<file path="config.mk">
export PLATFORM = sky130hd
export DESIGN_NAME = varperiod_timer
export DESIGN_NICKNAME = d
export VERILOG_FILES = /design/src/rtl/varperiod_pkg.sv /design/src/rtl/vp_tick_gen.sv /design/src/rtl/vp_down_counter.sv /design/src/rtl/vp_ctrl_fsm.sv /design/src/rtl/varperiod_timer.sv
export SDC_FILE = /design/constraint.sdc
export NUM_CORES = 1
export LEC_CHECK = 0
export BUFFER_PORTS_ARGS = -buffer_cell sky130_fd_sc_hd__buf_2
export CORE_UTILIZATION = 35
export DETAILED_ROUTE_END_ITERATION = 8
export PLACE_DENSITY_LB_ADDON = 0.1
export SLEW_MARGIN = 10
export SYNTH_ARGS = -nofsm -noshare
export SYNTH_HDL_FRONTEND = slang
export SYNTH_HIERARCHICAL = 1
export SYNTH_SLANG_ARGS = --single-unit
export TNS_END_PERCENT = 5
</file>
<file path="constraint.sdc">
create_clock -name clk -period 3.5 [get_ports clk]
set_clock_uncertainty 0.05 [all_clocks]
set_input_delay 0.175 -clock clk [delete_from_list [all_inputs] [get_ports clk]]
set_output_delay 0.175 -clock clk [all_outputs]
set_load 0.005 [all_outputs]
</file>
<file path="src/rtl/varperiod_pkg.sv">
package varperiod_pkg;

    typedef enum logic [1:0] {
        ST_IDLE = 2'd0,
        ST_BAUD = 2'd1,
        ST_TASK = 2'd2,
        ST_WAIT = 2'd3
    } vp_state_e;

    typedef enum logic {
        MODE_BAUD = 1'b0,
        MODE_TASK = 1'b1
    } vp_mode_e;

endpackage

</file>
<file path="src/rtl/vp_tick_gen.sv">
module vp_tick_gen #(
    parameter int SYNC_STAGES = 2
) (
    input  logic clk,
    input  logic rst_n,
    input  logic sel_ext,
    input  logic ext_clk,
    output logic tick
);
    localparam int SH_W = SYNC_STAGES + 1;

    logic [SH_W-1:0] sh_q;
    logic            ext_rise;

    always_ff @(posedge clk or negedge rst_n) begin
        if (!rst_n) sh_q <= '0;
        else        sh_q <= {sh_q[SH_W-2:0], ext_clk};
    end

    assign ext_rise = sh_q[SH_W-2] & ~sh_q[SH_W-1];

    generate
        if (SYNC_STAGES < 2) begin : g_bad
            initial $error("vp_tick_gen: SYNC_STAGES must be at least 2");
        end
    endgenerate

    always_comb begin
        tick = sel_ext ? ext_rise : 1'b1;
    end

    AST_EXT_TICK_GAP: assert property (@(posedge clk) disable iff (!rst_n)
        (sel_ext && ext_rise) |=> !ext_rise);

endmodule

</file>
<file path="src/rtl/vp_down_counter.sv">
module vp_down_counter #(
    parameter int CNT_W = 16
) (
    input  logic             clk,
    input  logic             rst_n,
    input  logic             load,
    input  logic [CNT_W-1:0] load_val,
    input  logic             en,
    input  logic             tick,
    output logic             expire
);
    logic [CNT_W-1:0] cnt_q;

    assign expire = en & tick & (cnt_q == '0);

    always_ff @(posedge clk or negedge rst_n) begin
        if (!rst_n)           cnt_q <= '0;
        else if (load)        cnt_q <= load_val;
        else if (en && tick)  cnt_q <= cnt_q - 1'b1;
    end

    AST_CNT_FROZEN: assert property (@(posedge clk) disable iff (!rst_n)
        (!load && !(en && tick)) |=> $stable(cnt_q));

    AST_CNT_STEP: assert property (@(posedge clk) disable iff (!rst_n)
        (!load && en && tick) |=> (cnt_q == $past(cnt_q) - 1'b1));

endmodule

</file>
<file path="src/rtl/vp_ctrl_fsm.sv">
module vp_ctrl_fsm
    import varperiod_pkg::*;
(
    input  logic clk,
    input  logic rst_n,
    input  logic cfg_we,
    input  logic cfg_mode,
    input  logic expire,
    input  logic ack_in,
    output logic cnt_en,
    output logic cnt_load,
    output logic req_out
);
    vp_state_e state_q, state_d;
    logic      baud_q;

    always_comb begin
        state_d = state_q;
        if (cfg_we) begin
            state_d = (vp_mode_e'(cfg_mode) == MODE_TASK) ? ST_TASK : ST_BAUD;
        end else begin
            unique case (state_q)
                ST_IDLE: state_d = ST_IDLE;
                ST_BAUD: state_d = ST_BAUD;
                ST_TASK: state_d = expire ? ST_WAIT : ST_TASK;
                ST_WAIT: state_d = ack_in ? ST_TASK : ST_WAIT;
                default: state_d = ST_IDLE;
            endcase
        end
    end

    always_ff @(posedge clk or negedge rst_n) begin
        if (!rst_n) state_q <= ST_IDLE;
        else        state_q <= state_d;
    end

    always_ff @(posedge clk or negedge rst_n) begin
        if (!rst_n)                             baud_q <= 1'b0;
        else if (cfg_we)                        baud_q <= 1'b0;
        else if (state_q == ST_BAUD && expire)  baud_q <= ~baud_q;
    end

    always_comb begin
        cnt_en   = !cfg_we && (state_q == ST_BAUD || state_q == ST_TASK);
        cnt_load = cfg_we || expire;
        unique case (state_q)
            ST_IDLE: req_out = 1'b0;
            ST_BAUD: req_out = baud_q;
            ST_TASK: req_out = 1'b0;
            ST_WAIT: req_out = 1'b1;
            default: req_out = 1'b0;
        endcase
    end

    AST_IDLE_QUIET: assert property (@(posedge clk) disable iff (!rst_n)
        (state_q == ST_IDLE) |-> !req_out);

    AST_WRITE_CLEARS: assert property (@(posedge clk) disable iff (!rst_n)
        cfg_we |=> !req_out);

    AST_REQ_HOLD: assert property (@(posedge clk) disable iff (!rst_n)
        (state_q == ST_WAIT && !ack_in && !cfg_we) |=> req_out);

    AST_ACK_DROP: assert property (@(posedge clk) disable iff (!rst_n)
        (state_q == ST_WAIT && ack_in && !cfg_we) |=> (!req_out && state_q == ST_TASK));

    AST_BAUD_STEADY: assert property (@(posedge clk) disable iff (!rst_n)
        (state_q == ST_BAUD && !expire && !cfg_we) |=> $stable(req_out));

endmodule

</file>
<file path="src/rtl/varperiod_timer.sv">
module varperiod_timer #(
    parameter int CNT_W       = 16,
    parameter int SYNC_STAGES = 2
) (
    input  logic             clk,
    input  logic             rst_n,
    input  logic             cfg_we,
    input  logic             cfg_mode,
    input  logic             cfg_clk_sel,
    input  logic [CNT_W-1:0] cfg_period,
    input  logic             ext_clk,
    input  logic             ack_in,
    output logic             req_out
);
    logic [CNT_W-1:0] period_q;
    logic             sel_q;
    logic             tick, expire, cnt_en, cnt_load;
    logic [CNT_W-1:0] reload_src, reload_val;

    always_ff @(posedge clk or negedge rst_n) begin
        if (!rst_n) begin
            period_q <= '0;
            sel_q    <= 1'b0;
        end else if (cfg_we) begin
            period_q <= cfg_period;
            sel_q    <= cfg_clk_sel;
        end
    end

    always_comb begin
        reload_src = cfg_we ? cfg_period : period_q;
        reload_val = (reload_src == '0) ? '0 : reload_src - 1'b1;
    end

    vp_tick_gen #(.SYNC_STAGES(SYNC_STAGES)) u_tick (
        .clk     (clk),
        .rst_n   (rst_n),
        .sel_ext (sel_q),
        .ext_clk (ext_clk),
        .tick    (tick)
    );

    vp_down_counter #(.CNT_W(CNT_W)) u_cnt (
        .clk      (clk),
        .rst_n    (rst_n),
        .load     (cnt_load),
        .load_val (reload_val),
        .en       (cnt_en),
        .tick     (tick),
        .expire   (expire)
    );

    vp_ctrl_fsm u_fsm (
        .clk      (clk),
        .rst_n    (rst_n),
        .cfg_we   (cfg_we),
        .cfg_mode (cfg_mode),
        .expire   (expire),
        .ack_in   (ack_in),
        .cnt_en   (cnt_en),
        .cnt_load (cnt_load),
        .req_out  (req_out)
    );

    AST_NO_TICK_NO_EXPIRE: assert property (@(posedge clk) disable iff (!rst_n)
        !tick |-> !expire);

endmodule

</file>
==> load_flow_metrics.sql, run 1 <==
INSERT INTO impl_metrics (metric_group, metric, value, unit) VALUES
('synth', 'synth_enable_flop_cells', '0', ''),
('grt', 'vias_in_the_first_global_route', '1791', ''),
('sta', 'timing.final.hold_violations', '39', ''),
('clock_network', 'clk_transition_reported_paths', '70', 'ps'),
('synth', 'fraction_of_the_yosys_area_taken_by_sequential_cells', '0.399', ''),
('power_and_ir_drop', 'sequential_share_of_power', '0.514', ''),
('power_and_ir_drop', 'part_of_the_power_in_the_clock_network', '0.263', ''),
('synth', 'adder_and_majority_gate_portion_of_the_synthesized_area', '0.0307', ''),
('synth', 'synth-xor-area-share', '0.0680', ''),
('floorplanning', 'die-area', '7330', 'um^2'),
('synth', 'synth.mux.area_fraction', '0.0982', ''),
('sta', 'timing.max_slew.rel_slack', '0.400', ''),
('floorplanning', 'die_width', '85.6', 'um'),
('synth', 'synthesis.nets', '280', ''),
('power_and_ir_drop', 'cellInternalPower', '748', 'uW'),
('route', 'wire_per_inst', '15.0', 'um'),
('grt', 'first_pass_grt_wire_length', '8920', 'um'),
('outcome', 'status', 'finished, violations left', ''),
('floorplanning', 'initial_utilization', '0.362', ''),
('clock_network', 'cts_max_level', '2', ''),
('route', 'drt_first_pass_iters', '4', ''),
('outcome', 'violations', 'hold timing', ''),
('grt', 'global_route.overflow_total', '0', ''),
('sta', 'final_max_slew_viol_count', '0', ''),
('cells_and_area', 'antenna_cells', '0', ''),
('clock_network', 'clockRootBuffer', 'clkbuf_8', ''),
('clock_network', 'post_cts.repair.setup_buffers', '0', ''),
('sta', 'setup_tns', '0', 'ps'),
('sta', 'worst_slew_pin_slew', '899', 'ps'),
('cells_and_area', 'areaGrowthSynthToFinish', '11.3', '%'),
('clock_network', 'cts-buffers-inserted', '5', ''),
('sta', 'timing.final.setup_violations', '0', ''),
('power_and_ir_drop', 'sw_frac_of_total', '0.308', ''),
('clock_network', 'hold_buffers', '1', ''),
('sta', 'final.min_clock_period', '2690', 'ps'),
('synth', 'yosysWarnings', '6', ''),
('synth', 'post_synth.cell_area_avg', '9.75', 'um^2'),
('synth', 'synth_compound_area_frac', '0.111', ''),
('power_and_ir_drop', 'fin_total_pwr', '1.08', 'mW'),
('placement', 'io_buffers', '23', ''),
('cells_and_area', 'layout-drive-gt1-share', '0.230', ''),
('power_and_ir_drop', 'power.combinational.fraction', '0.223', ''),
('synth', 'yosys.area.top_type_share', '0.399', ''),
('floorplanning', 'core_area', '6760', 'um^2'),
('route', 'finalWirelength', '5370', 'um'),
('cells_and_area', 'fin_util', '0.403', ''),
('clock_network', 'clk_path_buf_depth', '2', ''),
('synth', 'yosys-top-cells-area', 'dfrtp_1 40%, mux2_2 7.4%, xnor2_1 3.9%, nand2_1 3.5%, o21ai_0 3.5%', ''),
('synth', 'synth_largest_area_cell', 'dfrtp_1', ''),
('synth', 'dominantRegCellSynth', 'dfrtp_1', ''),
('route', 'drt-vias-per-instance', '5.22', ''),
('grt', 'grt_util_all_layers', '0.159', ''),
('floorplanning', 'io-pin-count', '24', ''),
('grt', 'antenna_found_initial', '0', ''),
('worst_setup_path', 'cp_data_required_time', '3620', 'ps'),
('route', 'initialDrtViolationCount', '96', ''),
('power_and_ir_drop', 'power_per_cell_area', '396', 'nW/um^2'),
('synth', 'post_synth_and_or_nand_nor_area_fraction', '0.254', ''),
('synth', 'dominant_combinational_cell_family_by_area_after_synthesis', 'simple AND/OR/NAND/NOR gates', ''),
('floorplanning', 'placementRows', '30', ''),
('sta', 'fin_hold_ws', '-40.3', 'ps'),
('power_and_ir_drop', 'ir_drop', '0.205', 'mV'),
('power_and_ir_drop', 'static-leakage-power', '1.14', 'nW'),
('route', 'num_vias', '1868', ''),
('worst_setup_path', 'critical_path_at', '2810', 'ps'),
('sta', 'maxClockFrequency', '0.371', 'GHz'),
('cells_and_area', 'final_cell_mix', '39 x dfrtp_1, 23 x nand2_1, 23 x buf_2', ''),
('synth', 'synthesis.area', '2450', 'um^2'),
('worst_setup_path', 'worst_setup_path_start_kind', 'flop', ''),
('synth', 'synth-seq-cells', '39', ''),
('clock_network', 'cts_sinks', '39', '');
[area by class of cell]
| type | count | area (um^2) | area share |
|---|---|---|---|
| clock buffers | 6 | 72.6 | 0.0266 |
| inverters | 12 | 45.0 | 0.0165 |
| multi-input cells | 193 | 1380 | 0.505 |
| flip-flops and latches | 39 | 976 | 0.358 |
| well taps | 80 | 100 | 0.0367 |
| repair buffers | 28 | 155 | 0.0569 |
[cell usage after synthesis, types with 2 or more instances]
master    count
clkbuf_1      2
nor3_1        8
ha_1          6
buf_2         2
dfrtp_1      39
nor3_4        3
a31oi_1       3
o21ai_0      17
or4b_1        2
nor4b_1       2
or2_2         2
mux2_2       16
or4_1         2
nand2_1      23
o21ai_2       2
a22o_1        2
nand4_1       3
xnor2_1      11
or3_1         3
nor3b_1       4
a21oi_1       4
a22oi_1       3
nor2b_1       2
or3b_2        3
o31ai_1       2
xor2_1        8
mux2i_1       6
or4_4         2
nand3_1       4
and2_1        2
nor2_1       22
inv_1        12
nor4_1        9
[routing by layer]
layer | track usage | vias to the layer above | routed length, um
met5 | 0 | - | 0
met2 | 0.249 | 23 | 2420
met1 | 0.221 | 884 | 2750
met3 | 0.0346 | 4 | 155
met4 | 0.0455 | 0 | 44
li1 | - | 957 | -
[stage by stage]
step	hold WS, ps	setup WS, ps	cells
floorplan	-171	710	251
global placement	235	707	351
detailed placement	234	720	351
CTS	3.00	792	358
global route	37.1	520	358
finish	-40.3	806	358
[critical path: stages, from the launching register on]
cell and delay (ps):
dfrtp_1 410, inv_1 60, ha_1 280, nor2_1 280
nand4b_1 250, nor4_1 500, or2_2 290, and2b_1 210
a22oi_1 150, nand3_1 100
[path summary, 6_finish.rpt]
path	startpoint	end	slack, ps	depth (start not counted)
max	flop	u_cnt/cnt_q[15]$_DFFE_PN0P_	810	9
min	rst_n	period_q[10]$_DFF_PN0_	-40	1
max reg2reg	flop	u_cnt/cnt_q[15]$_DFFE_PN0P_	810	9
min reg2reg	u_tick/sh_q[0]$_DFF_PN0_	u_tick/sh_q[1]$_DFF_PN0_	310	0
max in group asynchronous	rst_n	async pin	2870	1
min in group clk	cfg_clk_sel	sel_q$_DFFE_PN0P_	70	2
[power by group through the flow]
| stage | sequential, mW | combinational [mW] | clock [mW] |
|---|---|---|---|
| floorplan | 0.549 | 0.178 | 0 |
| finish | 0.555 | 0.241 | 0.284 |
| CTS | 0.555 | 0.245 | 0.299 |
| global route | 0.564 | 0.273 | 0.318 |
| detailed placement | 0.563 | 0.244 | 0 |
| global placement | 0.565 | 0.243 | 0 |
[logic make-up after synthesis]
logic type | after synthesis
buffers and inverters | 19
xor gates and xnor gates | 19
AOI/OAI and AO/OA | 41
DFF | 39
adders and majority gates | 6
muxes | 22
and+or+nand+nor | 105
[registers in the layout, summed over array words and instances, names as in the netlist, named ones only]
| signal | cells |
|---|---|
| u_fsm/baud_q | 1 |
| u_fsm/state_q | 1 |
| u_tick/sh_q | 3 |
| period_q | 16 |
| sel_q | 1 |
| u_cnt/cnt_q | 16 |
Note: power is estimated with default switching activity, not from simulation.
==> inputs of run 2 (changes only) <==
ABC_AREA = 1   (was not set)
clock period = 2.6 ns   (was 3.5 ns; I/O delays follow)
==> run 2 against run 1 <==
Effect of this change:
- the flow now finishes without violations
- sequential share of layout area shrank 4.7 points
- largest cell class unchanged
- register-to-register slack lost 610 ps
- global-route usage grew 0.22 points
- critical path type unchanged
- via count grew 29%
- worst setup slack lost 610 ps
- routed wire length grew 14%
- non-clock buffer count grew 5
- cell count grew 49%
- critical path depth grew 4
- core utilization grew 0.44 points
==> load_flow_metrics.sql, run 2 <==
INSERT INTO impl_metrics (metric_group, metric, value, unit) VALUES
('grt', 'antenna_found_initial', '0', ''),
('synth', 'dominantRegCellSynth', 'dfrtp_1', ''),
('synth', 'yosys-top-cells-area', 'dfrtp_1 35%, nand2_1 19%, inv_1 6.8%, nor2_1 6.5%, nand3_1 5.2%', ''),
('sta', 'maxClockFrequency', '0.416', 'GHz'),
('worst_setup_path', 'worstRegToRegCells', '13', ''),
('sta', 'min_period_over_period', '0.924', ''),
('worst_setup_path', 'crit_path_cell_trace', 'inv_1, ha_1, nand2_2, nor2_4, nand2_4, nor3_1, or2_1, inv_2, nand2_4, inv_2, a22o_1, inv_1, nand3_2', ''),
('synth', 'post_synth.cell_area_avg', '6.91', 'um^2'),
('min_path', 'hold_path.class', 'in -> reg', ''),
('synth', 'yosysWarnings', '6', ''),
('clock_network', 'cts_tree', 'yes', ''),
('worst_setup_path', 'crit_slowest_cell', 'dfrtp_1', ''),
('floorplanning', 'die_width', '90.9', 'um'),
('route', 'drt_first_pass_iters', '4', ''),
('worst_setup_path', 'timing.critical_path.depth', '13', ''),
('run', 'maximum_capacitance_violations', '0', ''),
('grt', 'grt_util_all_layers', '0.161', ''),
('grt', 'first_pass_grt_wire_length', '10600', 'um'),
('cells_and_area', 'fin_util', '0.408', ''),
('floorplanning', 'initial_utilization', '0.360', ''),
('route', 'num_vias', '2417', ''),
('placement', 'post_dp_cell_area', '2980', 'um^2'),
('synth', 'ys_top_cells_by_count', '139 x nand2_1, 50 x inv_1, 48 x nor2_1, 39 x dfrtp_1, 29 x nand3_1', ''),
('cells_and_area', 'reg.largest.list', 'period_q (16), u_cnt/cnt_q (16), u_tick/sh_q (3)', ''),
('floorplanning', 'die-area', '8260', 'um^2'),
('outcome', 'status', 'completed', ''),
('sta', 'timing.final.hold_violations', '0', ''),
('grt', 'maximum_number_of_pins_on_one_net_before_global_route_repair', '40', ''),
('synth', 'synth_enable_flop_cells', '0', ''),
('clock_network', 'clk_path_buf_depth', '2', ''),
('worst_setup_path', 'cp_data_required_time', '2730', 'ps'),
('sta', 'setup_tns', '0', 'ps'),
('synth', 'synthesis.nets', '429', ''),
('clock_network', 'post_cts.repair.setup_buffers', '0', ''),
('worst_setup_path', 'type_of_the_setup_path_with_the_least_slack', 'reg -> reg', ''),
('placement', 'dp_slack', '227', 'ps'),
('worst_setup_path', 'worstPathMaxFanout', '8', ''),
('clock_network', 'clk-insertion-delay-late', '290', 'ps'),
('cells_and_area', 'layout-drive-gt1-share', '0.182', ''),
('cells_and_area', 'final_cell_mix', '139 x nand2_1, 50 x inv_1, 48 x nor2_1', ''),
('cells_and_area', 'areaGrowthSynthToFinish', '13.3', '%'),
('sta', 'timing.final.setup_violations', '0', ''),
('placement', 'globalplace.congestion', '0.790', ''),
('grt', 'global_route.overflow_total', '0', ''),
('sta', 'final.min_clock_period', '2400', 'ps'),
('sta', 'unrepaired_setup_endpoints_after_global_routing', 'no', ''),
('synth', 'yosys.area.top_type_share', '0.353', ''),
('power_and_ir_drop', 'power_per_cell_area', '560', 'nW/um^2'),
('cells_and_area', 'antenna_cells', '0', ''),
('floorplanning', 'floorplan.die.height', '90.9', 'um'),
('worst_setup_path', 'worst_setup_path_start_kind', 'flop', ''),
('route', 'post-route-drc-count', '0', ''),
('cells_and_area', 'layout.nets', '461', ''),
('worst_setup_path', 'dominant_delay_contributor_by_cell_family_on_the_critical_path', 'simple AND/OR/NAND/NOR gates', ''),
('worst_setup_path', 'critPathMaxStageDelay', '410', 'ps'),
('clock_network', 'cts_sinks', '39', ''),
('power_and_ir_drop', 'ir_drop', '0.268', 'mV'),
('synth', 'synthDistinctLibCells', '36', ''),
('grt', 'vias_in_the_first_global_route', '2279', ''),
('route', 'finalWirelength', '6140', 'um'),
('synth', 'share_of_async_settable_or_async_resettable_flops_after_synthesis', '1.00', ''),
('sta', 'timing.max_slew.rel_slack', '0.378', ''),
('synth', 'synth_largest_area_cell', 'dfrtp_1', ''),
('worst_setup_path', 'worstSetupEndpointType', 'flop', ''),
('power_and_ir_drop', 'fin_total_pwr', '1.75', 'mW'),
('synth', 'fraction_of_the_yosys_area_taken_by_sequential_cells', '0.353', ''),
('worst_setup_path', 'critPathBufInv', '4', ''),
('synth', 'synthesis.area', '2770', 'um^2'),
('cells_and_area', 'stdcell_area', '3130', 'um^2'),
('synth', 'postSynthCellCount', '400', ''),
('floorplanning', 'placementRows', '32', ''),
('clock_network', 'clockRootBuffer', 'clkbuf_8', ''),
('route', 'wire_per_inst', '11.5', 'um'),
('synth', 'synthMostInstantiatedCell', 'nand2_1', ''),
('sta', 'worst_slew_pin_slew', '933', 'ps'),
('power_and_ir_drop', 'static-leakage-power', '1.64', 'nW'),
('clock_network', 'cts-buffers-inserted', '5', ''),
('min_path', 'whs_path_depth', '3', ''),
('route', 'drt-vias-per-instance', '4.52', ''),
('clock_network', 'cts_max_level', '2', ''),
('clock_network', 'clk_transition_reported_paths', '80', 'ps'),
('placement', 'detailed_place_hpwl', '4690', 'um'),
('cells_and_area', 'layout.cells.most_common', 'nand2_1', ''),
('placement', 'io_buffers', '23', ''),
('route', 'initialDrtViolationCount', '79', ''),
('worst_setup_path', 'critical_path_at', '2530', 'ps'),
('synth', 'synth-seq-cells', '39', ''),
('floorplanning', 'io-pin-count', '24', ''),
('sta', 'final_max_slew_viol_count', '0', ''),
('sta', 'timing.final.ws_setup', '199', 'ps'),
('route', 'final_antenna_net_count', '0', ''),
('floorplanning', 'core_area', '7690', 'um^2');
## run 2: changes by cell type after synthesis, moves of 6 or more
cell / delta
nand2_1: +116
inv_1: +38
nor2_1: +26
nand3_1: +25
mux2_2: -16
nand2_2: +13
xnor2_1: -11
nor4_1: -9
o21ai_0: -8
mux2i_1: -6
nor2_2: +6
nor2_4: +6
nor3_1: -6
## run 2: final timing paths
check                                           startpoint                           to  slack (ps)
worst max-delay path            u_cnt/cnt_q[0]$_DFFE_PN0P_  u_cnt/cnt_q[11]$_DFFE_PN0P_         200
worst min-delay path                         cfg_period[5]        period_q[5]$_DFF_PN0_          40
max in group asynchronous                            rst_n        period_q[8]$_DFF_PN0_        1460
min in group asynchronous                            rst_n  u_cnt/cnt_q[12]$_DFFE_PN0P_         470
worst min register to register    u_tick/sh_q[0]$_DFF_PN0_     u_tick/sh_q[1]$_DFF_PN0_         300
worst max register to register  u_cnt/cnt_q[0]$_DFFE_PN0P_  u_cnt/cnt_q[11]$_DFFE_PN0P_         200
## run 2: worst min-delay path, cell delays in order
cell and delay (ps):
buf_2 80, nand2_2 50, nand2_2 90
## run 2: what timing repair did
item | in CTS | in global routing
setup endpoints to repair | 0 | 1
endpoints found under the hold margin | 41 | 0
hold buffers | 3 | 0
resized for setup | 0 | 1
## run 2: kinds of logic after synthesis
kind of cell / synth area share
DFF: 0.353
AOI/OAI and AO/OA: 0.0606
adders and majority gates: 0.0271
xor gates and xnor gates: 0.0222
buffers and inverters: 0.106
and+or+nand+nor: 0.431
## run 2: stage by stage
step / instances / hold WS [ps]
after floorplan: 400 / -216
after global placement: 524 / 191
after detailed placement: 524 / 190
after CTS: 535 / 43.5
after global routing: 535 / 55.0
final: 535 / 42.7
## run 2: area by class of cell
cell class / instances / area, um^2
Clock buffer: 6 / 82.6
Clock inverter: 2 / 35.0
Fill cell: 848 / 4550
Inverter: 56 / 215
Multi-Input combinational cell: 297 / 1500
Sequential cell: 39 / 976
Tap cell: 102 / 128
Timing Repair Buffer: 33 / 198
## run 2: where the power goes
part | switching (mW) | internal [mW] | total [mW]
clock | 0.228 | 0.311 | 0.538
sequential | 0.0626 | 0.681 | 0.744
combinational | 0.303 | 0.170 | 0.473
## run 2: per-layer routing
| layer | global-route usage | share of wire |
|---|---|---|
| met1 | 0.217 | 0.48 |
| met2 | 0.267 | 0.48 |
| met3 | 0.0278 | 0.027 |
| met4 | 0.0437 | 0.011 |
| met5 | 0 | 0 |
==> inputs of run 3 (changes only) <==
CTS_BUF_LIST = sky130_fd_sc_hd__clkbuf_2   (was not set)
==> run 3 against run 2 <==
Effect of this change:
- power decreased by 8.4%
- worst setup slack got worse by 43 ps
- design area increased by 3.2%
- fmax decreased by 1.8%
- die area unchanged
- clock power decreased by 31%
- critical path type unchanged
- highest routed layer unchanged
==> load_flow_metrics.sql, run 3 (synthesis gave the netlist of run 2 again) <==
INSERT INTO impl_metrics (metric_group, metric, value, unit) VALUES
('outcome', 'status', 'completed', ''),
('route', 'initialDrtViolationCount', '85', ''),
('cells_and_area', 'layout.filler_cells', '832', ''),
('clock_network', 'clk_path_buf_depth', '2', ''),
('sta', 'timing.final.hold_violations', '0', ''),
('min_path', 'hold_path.class', 'in -> reg', ''),
('run', 'maximum_capacitance_violations', '0', ''),
('clock_network', 'cts-buffers-inserted', '5', ''),
('floorplanning', 'initial_utilization', '0.360', ''),
('route', 'drt-vias-per-instance', '4.52', ''),
('floorplanning', 'floorplan.die.height', '90.9', 'um'),
('cells_and_area', 'layout-drive-gt1-share', '0.176', ''),
('grt', 'vias_in_the_first_global_route', '2324', ''),
('grt', 'first_pass_grt_wire_length', '10700', 'um'),
('floorplanning', 'die_width', '90.9', 'um'),
('power_and_ir_drop', 'ir_drop', '0.225', 'mV'),
('worst_setup_path', 'worstPathMaxFanout', '5', ''),
('sta', 'setup_tns', '0', 'ps'),
('cells_and_area', 'reg.largest.list', 'period_q (16), u_cnt/cnt_q (16), u_tick/sh_q (3)', ''),
('worst_setup_path', 'critical_path_at', '2760', 'ps'),
('worst_setup_path', 'cp_data_required_time', '2910', 'ps'),
('cells_and_area', 'layout.nets', '476', ''),
('power_and_ir_drop', 'sequential_share_of_power', '0.463', ''),
('cells_and_area', 'layoutNonFillerInstCount', '550', ''),
('power_and_ir_drop', 'sw_frac_of_total', '0.361', ''),
('sta', 'unrepaired_setup_endpoints_after_global_routing', 'yes', ''),
('route', 'post-route-drc-count', '0', ''),
('floorplanning', 'die-area', '8260', 'um^2'),
('placement', 'detailed_place_hpwl', '4690', 'um'),
('route', 'routed.top_layer', 'met4', ''),
('power_and_ir_drop', 'part_of_the_power_in_the_clock_network', '0.230', ''),
('sta', 'timing.final.setup_violations', '0', ''),
('route', 'dr_wl_met3', '170', 'um'),
('clock_network', 'cts_sinks', '39', ''),
('sta', 'timing.max_slew.rel_slack', '0.374', ''),
('sta', 'final.min_clock_period', '2440', 'ps'),
('sta', 'worst_slew_pin_slew', '939', 'ps'),
('cells_and_area', 'antenna_cells', '0', ''),
('power_and_ir_drop', 'power.combinational.fraction', '0.306', ''),
('placement', 'io_buffers', '23', ''),
('sta', 'fin_hold_ws', '33.7', 'ps'),
('clock_network', 'clk-insertion-delay-late', '400', 'ps'),
('floorplanning', 'io-pin-count', '24', ''),
('clock_network', 'cts_tree', 'yes', ''),
('route', 'final_antenna_net_count', '0', ''),
('sta', 'maxClockFrequency', '0.409', 'GHz'),
('placement', 'globalplace.congestion', '0.790', ''),
('cells_and_area', 'areaGrowthSynthToFinish', '16.9', '%'),
('clock_network', 'cts_max_level', '2', ''),
('clock_network', 'clk_transition_reported_paths', '210', 'ps'),
('route', 'finalWirelength', '6230', 'um'),
('power_and_ir_drop', 'cellInternalPower', '1.03', 'mW'),
('sta', 'final_max_slew_viol_count', '0', ''),
('floorplanning', 'core_area', '7690', 'um^2'),
('worst_setup_path', 'type_of_the_setup_path_with_the_least_slack', 'reg -> reg', ''),
('floorplanning', 'placementRows', '32', ''),
('power_and_ir_drop', 'power_per_cell_area', '497', 'nW/um^2'),
('power_and_ir_drop', 'static-leakage-power', '1.69', 'nW'),
('route', 'wire_per_inst', '11.3', 'um'),
('route', 'met2_wirelength', '2960', 'um'),
('worst_setup_path', 'worst_setup_path_start_kind', 'flop', ''),
('route', 'route.layer.met1.wl', '3030', 'um'),
('route', 'num_vias', '2486', ''),
('grt', 'maximum_number_of_pins_on_one_net_before_global_route_repair', '40', ''),
('worst_setup_path', 'ff2ff_setup_slack', '160', 'ps'),
('clock_network', 'clockRootBuffer', 'clkbuf_2', ''),
('cells_and_area', 'layout.cells.most_common', 'nand2_1', ''),
('grt', 'grt_util_all_layers', '0.164', ''),
('grt', 'antenna_found_initial', '0', ''),
('sta', 'min_period_over_period', '0.940', ''),
('grt', 'global_route.overflow_total', '0', ''),
('cells_and_area', 'final_cell_mix', '139 x nand2_1, 50 x inv_1, 48 x nor2_1', ''),
('worst_setup_path', 'worstSetupEndpointType', 'flop', ''),
('placement', 'dp.cells', '524', ''),
('clock_network', 'post_cts.repair.setup_buffers', '0', ''),
('power_and_ir_drop', 'power.switching', '581', 'uW'),
('route', 'drt_first_pass_iters', '4', ''),
('worst_setup_path', 'worstRegToRegCells', '13', '');
==> run 3: cell count changes in the layout (fill, tap and decap cells not counted), sizes merged <==
cell	delta
clkbuf	-1
dlygate4sd3	+15
clkinv	+1
==> run 3: cell type report <==
cell class	instances	area, um^2	area share
multi-input cells	297	1500	0.465
inverters	56	215	0.0666
repair buffers	48	348	0.108
well taps	102	128	0.0395
clock inverters	3	38.8	0.0120
clock buffers	5	25.0	0.00774
flip-flops and latches	39	976	0.302
==> run 3: per-stage QoR <==
step / setup slack (ps) / cell area (um^2) / power (mW) / util
finish: 155 / 3230 / 1.61 / 0.421
detailed placement: 227 / 2980 / 1.23 / 0.388
floorplan: 200 / 2770 / 1.10 / -
global placement: 311 / 2980 / 1.23 / 0.388
CTS: 150 / 3230 / 1.63 / 0.420
global route: -47.4 / 3230 / 1.74 / 0.421
==> run 3: worst max-delay path, stage by stage (launching register included) <==
cell	delay [ps]
dfrtp_1	480
inv_1	60
ha_1	280
nor2_1	100
nand2_1	90
inv_1	80
nand4_1	70
nor3_1	250
buf_4	170
nand2_1	50
nand3_1	80
nand2_1	50
nand2_1	50
dlygate4sd3_1	550
==> run 3: per-layer routing <==
metal  GRT usage  vias to the layer above
met2       0.271                       37
met3      0.0278                        5
met5           0                        -
li1            -                     1325
met4      0.0397                        0
met1       0.222                     1119
==> run 3: power groups by stage <==
stage,clock network (mW),logic (mW),registers [mW]
detailed placement,0,0.473,0.755
CTS,0.388,0.497,0.743
finish,0.370,0.492,0.744
floorplan,0,0.359,0.741
global route,0.414,0.568,0.755
global placement,0,0.471,0.756
==> run 3: how the worst min path moves through the flow <==
| stage | endpoint | slack (ps) | cells after the start | from |
|---|---|---|---|---|
| after floorplan | period_q[0]$_DFF_PN0_ | -220 | 0 | rst_n |
| after global placement | u_tick/sh_q[0]$_DFF_PN0_ | 190 | 1 | ext_clk |
| after detailed placement | u_tick/sh_q[0]$_DFF_PN0_ | 190 | 1 | ext_clk |
| after CTS | period_q[2]$_DFF_PN0_ | 20 | 5 | cfg_period[2] |
| after global routing | period_q[2]$_DFF_PN0_ | 20 | 5 | cfg_period[2] |
| final | period_q[0]$_DFF_PN0_ | 30 | 5 | cfg_period[0] |
==> run 3: timing repair <==
item	CTS	global route
endpoints found under the hold margin	55	0
hold buffers	18	0
gates resized for setup	0	2
setup endpoints to repair	0	2
